**src/rtl/cgs_pkg.sv**
```systemverilog
// Package: shared types and helpers for the clock enable sequencer.
// Assumes: rate select is a single bit, 1 meaning the fast reference.
package cgs_pkg;

    typedef enum logic {
        RATE_SLOW = 1'b0,
        RATE_FAST = 1'b1
    } rate_e;

    // Larger of two delay targets, used to size the edge counter.
    function automatic int unsigned max_target(int unsigned a, int unsigned b);
        return (a > b) ? a : b;
    endfunction

endpackage

```
**src/rtl/cgs_sync.sv**
```systemverilog
// Module: multi-stage bit synchronizer.
// Brings an asynchronous level into the clk domain through STAGES flops.
// Assumes: the input is a level that stays put for at least one clk period.
module cgs_sync #(
    parameter int   STAGES  = 2,
    parameter logic RST_VAL = 1'b0
) (
    input  logic clk,
    input  logic rst_n,
    input  logic d,
    output logic q
);
    logic [STAGES-1:0] shreg;

    // Shift the raw input through the synchronizer chain.
    always_ff @(posedge clk) begin
        if (!rst_n) shreg <= {STAGES{RST_VAL}};
        else        shreg <= {shreg[STAGES-2:0], d};
    end

    assign q = shreg[STAGES-1];
endmodule

```
**src/rtl/cgs_delay_cnt.sv**
```systemverilog
// Module: settle-delay counter.
// Counts rising edges of the synchronized reference while the enable request
// is active. It raises open_req once the count reaches the target chosen by
// rate_sel. The count clears whenever the request drops.
// Assumes: ref_s is already synchronized and rate_sel is static while enabled.
module cgs_delay_cnt
    import cgs_pkg::*;
#(
    parameter int unsigned DLY_FAST = 400,
    parameter int unsigned DLY_SLOW = 200
) (
    input  logic clk,
    input  logic rst_n,
    input  logic en_req,
    input  logic ref_s,
    input  logic rate_sel,
    output logic open_req
);
    localparam int unsigned CNT_MAX = max_target(DLY_FAST, DLY_SLOW);
    localparam int          CNT_W   = $clog2(CNT_MAX + 1);

    logic             ref_d;
    logic             ref_rise;
    logic [CNT_W-1:0] cnt;
    logic [CNT_W-1:0] cnt_inc;
    logic [CNT_W-1:0] target;

    // Delay the synchronized reference by one flop for edge detection.
    always_ff @(posedge clk) begin
        if (!rst_n) ref_d <= 1'b0;
        else        ref_d <= ref_s;
    end

    assign ref_rise = ref_s & ~ref_d;
    assign cnt_inc  = cnt + CNT_W'(1);

    // Pick the edge target for the selected reference rate.
    always_comb begin
        if (rate_e'(rate_sel) == RATE_FAST) target = CNT_W'(DLY_FAST);
        else                                target = CNT_W'(DLY_SLOW);
    end

    // Count reference edges while requested; clear when the request drops.
    always_ff @(posedge clk) begin
        if (!rst_n || !en_req) begin
            cnt      <= '0;
            open_req <= 1'b0;
        end else if (ref_rise && !open_req) begin
            cnt <= cnt_inc;
            if (cnt_inc >= target) open_req <= 1'b1;
        end
    end

    // the counter never runs beyond the larger target.
    assert_cnt_bound_R3: assert property (@(posedge clk) disable iff (!rst_n)
        cnt <= CNT_W'(CNT_MAX));

    // a dropped request always leaves the count at zero.
    assert_restart_R6: assert property (@(posedge clk) disable iff (!rst_n)
        !en_req |=> (cnt == '0 && !open_req));

    // release only happens on a counted reference edge.
    assert_release_on_edge_R4: assert property (@(posedge clk) disable iff (!rst_n)
        $rose(open_req) |-> $past(ref_rise));
endmodule

```
**src/rtl/cgs_gate.sv**
```systemverilog
// Module: glitch-free clock gate with NUM_OUT identical copies.
// The gate flop updates on the falling edge, so it changes only while the
// clock is low. A high phase that has started always runs to its end.
// Assumes: clk_in has a duty cycle near 50%; open_req comes from clk_in posedge logic.
module cgs_gate #(
    parameter int NUM_OUT = 2
) (
    input  logic               clk_in,
    input  logic               rst_n,
    input  logic               open_req,
    output logic               gate_on,
    output logic [NUM_OUT-1:0] clk_out
);
    logic gate_q;

    // Latch the open request during the low phase of the clock.
    always_ff @(negedge clk_in) begin
        if (!rst_n) gate_q <= 1'b0;
        else        gate_q <= open_req;
    end

    assign gate_on = gate_q;

    for (genvar i = 0; i < NUM_OUT; i++) begin : g_copy
        assign clk_out[i] = clk_in & gate_q;
    end

    // the gate only opens while open_req is held.
    assert_open_follows_req_R5: assert property (@(posedge clk_in) disable iff (!rst_n)
        $rose(gate_q) |-> open_req);

    // the gate only closes once the request is gone.
    assert_close_follows_req_R5: assert property (@(posedge clk_in) disable iff (!rst_n)
        $fell(gate_q) |-> !open_req);
endmodule

```
**src/rtl/clk_enable_seq.sv**
```systemverilog
// Module: clock output enable sequencer (top).
// Synchronizes the enable and the reference into the generated-clock domain,
// waits for the settle count, then gates the clock onto two outputs.
// Assumes: the reference toggles before en_n falls; rate_sel is static while enabled.
module clk_enable_seq #(
    parameter int unsigned DLY_FAST    = 400,
    parameter int unsigned DLY_SLOW    = 200,
    parameter int          SYNC_STAGES = 2
) (
    input  logic clk_gen,
    input  logic rst_n,
    input  logic ref_in,
    input  logic rate_sel,
    input  logic en_n,
    output logic clk_out_a,
    output logic clk_out_b,
    output logic running
);
    localparam int NUM_OUT = 2;

    logic               en_n_s;
    logic               en_req;
    logic               ref_s;
    logic               open_req;
    logic [NUM_OUT-1:0] clk_copies;

    cgs_sync #(.STAGES(SYNC_STAGES), .RST_VAL(1'b1)) u_en_sync (
        .clk (clk_gen),
        .rst_n (rst_n),
        .d (en_n),
        .q (en_n_s)
    );

    cgs_sync #(.STAGES(SYNC_STAGES), .RST_VAL(1'b0)) u_ref_sync (
        .clk (clk_gen),
        .rst_n (rst_n),
        .d (ref_in),
        .q (ref_s)
    );

    assign en_req = ~en_n_s;

    cgs_delay_cnt #(.DLY_FAST(DLY_FAST), .DLY_SLOW(DLY_SLOW)) u_delay (
        .clk (clk_gen),
        .rst_n (rst_n),
        .en_req (en_req),
        .ref_s (ref_s),
        .rate_sel (rate_sel),
        .open_req (open_req)
    );

    cgs_gate #(.NUM_OUT(NUM_OUT)) u_gate (
        .clk_in (clk_gen),
        .rst_n (rst_n),
        .open_req (open_req),
        .gate_on (running),
        .clk_out (clk_copies)
    );

    assign clk_out_a = clk_copies[0];
    assign clk_out_b = clk_copies[1];

    // two sampled cycles of dropped enable leave the outputs shut.
    assert_off_when_disabled_R1: assert property (@(posedge clk_gen) disable iff (!rst_n)
        (!en_req && $past(!en_req)) |-> !running);
endmodule

```
**config.mk**
```make
export PLATFORM = sky130hd
export DESIGN_NAME = clk_enable_seq
export DESIGN_NICKNAME = d
export VERILOG_FILES = /design/src/rtl/cgs_pkg.sv /design/src/rtl/cgs_sync.sv /design/src/rtl/cgs_delay_cnt.sv /design/src/rtl/cgs_gate.sv /design/src/rtl/clk_enable_seq.sv
export SDC_FILE = /design/constraint.sdc
export NUM_CORES = 1
export LEC_CHECK = 0
export ABC_CLOCK_PERIOD_IN_PS = 2600
export BUFFER_PORTS_ARGS = -buffer_cell sky130_fd_sc_hd__buf_2
export CAP_MARGIN = 5
export CORE_MARGIN = 4
export CORE_UTILIZATION = 35
export DETAILED_ROUTE_END_ITERATION = 12
export GPL_ROUTABILITY_DRIVEN = 1
export HOLD_SLACK_MARGIN = 0.08
export PLACE_DENSITY = 0.51
export SLEW_MARGIN = 20
export SYNTH_ARGS = -nofsm -noshare
export SYNTH_HDL_FRONTEND = slang
export SYNTH_SLANG_ARGS = --single-unit
```
**constraint.sdc**
```tcl
create_clock -name clk_gen -period 2.6 [get_ports clk_gen]
set_input_delay 0.39 -clock clk_gen [delete_from_list [all_inputs] [get_ports clk_gen]]
set_output_delay 0.39 -clock clk_gen [all_outputs]
set_load 0.1 [all_outputs]
```
==> metrics <==
largest net degree at the start of global routing 11; synth unique cells 27; maximum VDD drop 370.1 uV; Critical Path AT between 2 and 3 ns; drt drc 0; FF+latch count, synth 16; Post-DRT Antenna Nets 0; Cell Pwr Density around 500 mW/mm2; Worst-Margin Slew 0.4904 ns; CP Max Fanout 2; Area growth syn-to-layout 28.28%; Clk Latency, worst-skew pair 0.45 ns; num rows 17; Syn Area/Cell 9.305 um2; via count 615; initial antenna violation count 0; Slew Viols, Final 0; Pre-Repair DR Iteration Count 3; Crit path required time 2.21 ns; RSZ-0062 raised after global routing true; R2R Path End u_delay.open_req; Die Area 0.003146 mm2; die height 56.09 um; Final Cell Area between 0.001 and 0.0015 mm2; Gate Count Post-Synth 87; vias in the first global route around 650; Final HPWL DP between 1000 and 1500 um; leading area contributor after synthesis dfxtp_1; Synth top area share between 30% and 40%; post-synthesis sequential area ratio 39.57%; Die Span X 56.09 um; placed insts 122; post-route insts no fill 133; HP Start en_n; most instantiated library cell after synthesis dfxtp_1; syn_nets 98; post-DR vias/cell 4.624; synth warn 0; crit path kind flop to primary output; CP endpoint kind primary output; gpl congestion roughly 0.75; Slew HR 67.16%; final net count 117; Hold Crit Class input pin to flop; proportion of layout cells with a drive suffix above 1 24.76%; commonest cells in the netlist 16 x dfxtp_1, 9 x nor2_1, 9 x xor2_1; Max Cap Viol 0; Post-Syn Area 809.5 um2; GR Overflow Total 0; Synth area leaders dfxtp_1 40%, xor2_1 9.7%, ha_1 9.3%, xnor2_1 5.4%, nor2_1 4.2%; Starting Density between 30% and 40%; post-placement cell area 904.6 um2; Async S/R FF share, synth 0%; Worst Hold Endpoint u_en_sync.shreg[0]; Routed WL per cell 11.58 um; CTS tree yes; final setup vio count 4; Routed WL 1540 um; Hold Crit Depth 2; I/O pins 8; failing checks setup timing; Leak between 0.4 and 0.5 nW; Worst Clk Skew 0.06422 ns; worst r2r src u_delay.cnt[0]; all-layer global routing usage around 12%; number of flops mapped to enable cells by yosys 0; top_reg_cell synth dfxtp_1; port bufs 7; First DRT Iteration DRCs 5; Ant. Diodes 0; area of the core approximately 0.0022 mm2; startpoint types flop; worst reg-to-reg setup slack 0.50 ns; status finished, violations left; clk slew on worst S/H paths 0.09 ns; final hold violation count 0; final worst slack -0.3203 ns; R2R depth 8; first-pass GRT wire length 2725 um
[worst max-delay path, stage by stage, from the launching register on]
cell	delay, ns
dfxtp_4	0.33
and2_4	0.17
buf_8	0.12
buf_12	0.15
[final cells by class]
cell class	instances	area [um2]
Clock buffer	12	136.4
Clock inverter	1	3.754
Fill cell	232	1174
Inverter	3	11.26
Multi-Input combinational cell	65	465.4
Sequential cell	16	324.1
Tap cell	28	35.03
Timing Repair Buffer	8	62.56
[flip-flops by register name (all words and copies together) (netlist names)]
signal	count
u_delay.ref_d	1
u_gate.gate_on	1
u_delay.open_req	1
u_en_sync.shreg	2
u_delay.cnt	9
u_ref_sync.shreg	2
[how the worst max path moves through the flow]
stage / start / to / cells past startpoint
2_1_floorplan: u_gate.gate_on / clk_out_b / 2
6_report: u_gate.gate_on / clk_out_b / 3
4_1_cts: u_gate.gate_on / clk_out_b / 3
3_3_place_gp: u_gate.gate_on / clk_out_a / 2
5_1_grt: u_gate.gate_on / clk_out_b / 3
3_5_place_dp: u_gate.gate_on / clk_out_a / 2
[metal layers]
metal  share of wire, %  up-vias  track usage (%)
met2                 41       15            15.03
li1                   -      328                -
met1                 48      264            12.78
met5                  0        -                0
met3                7.1        8            8.353
met4                3.4        0            11.86
[power breakdown]
part	switching, mW	total [mW]	leakage (nW)	internal [mW]
sequential	0.00122	0.249	0.131	0.247
combinational	0.00916	0.0166	0.212	0.00739
clock	0.107	0.262	0.0797	0.156
total	0.117	0.527	0.423	0.410
[placed cells by master, fill, tap and decap left out, types with 2 or more instances in the layout]
cell type,synthesis,routed
dfxtp_1,16,15
xor2_1,9,9
nor2_1,9,9
nand2_1,7,7
clkbuf_4,0,7
ha_1,6,6
xnor2_1,5,5
and2_1,5,4
inv_1,4,4
buf_2,0,4
nand2b_1,3,3
a21oi_1,3,3
buf_12,0,3
buf_4,1,3
nand3_1,2,2
nand4_1,2,2
o21ai_0,2,2
buf_8,0,2
[cells by family (layout without fill, tap and decap cells)]
family,Yosys count,after routing,share of synthesized area [%]
XOR/XNOR,14,14,15.15
AND/OR/NAND/NOR,37,37,26.59
AO/OA/AOI/OAI,8,8,6.183
adder cells (fa/ha/maj),6,6,9.273
flip-flops,16,16,39.57
buffers and inverters,6,24,3.245
[through the flow]
step | power, mW | setup TNS [ns] | utilization (%) | hold slack [ns] | worst slack [ns]
after detailed placement | 0.2762 | 0 | 40.89 | 0.3969 | 0.03589
after global routing | 0.5615 | -0.9900 | 46.95 | 0.1932 | -0.3874
final | 0.5272 | -0.8022 | 46.95 | 0.1746 | -0.3203
after CTS | 0.5464 | -0.8028 | 46.49 | 0.1590 | -0.3629
after global placement | 0.2757 | 0 | 40.89 | 0.3939 | 0.03897
after floorplan | 0.2692 | -0.2372 | - | 0.3863 | -0.2292
[what timing repair did]
action                     CTS  global route
pin swaps                    1             1
hold buffers                 0             0
resized for setup           10             2
buffers inserted             0             1
setup endpoints to repair    4             4
Note: power is estimated with default switching activity, not from simulation.
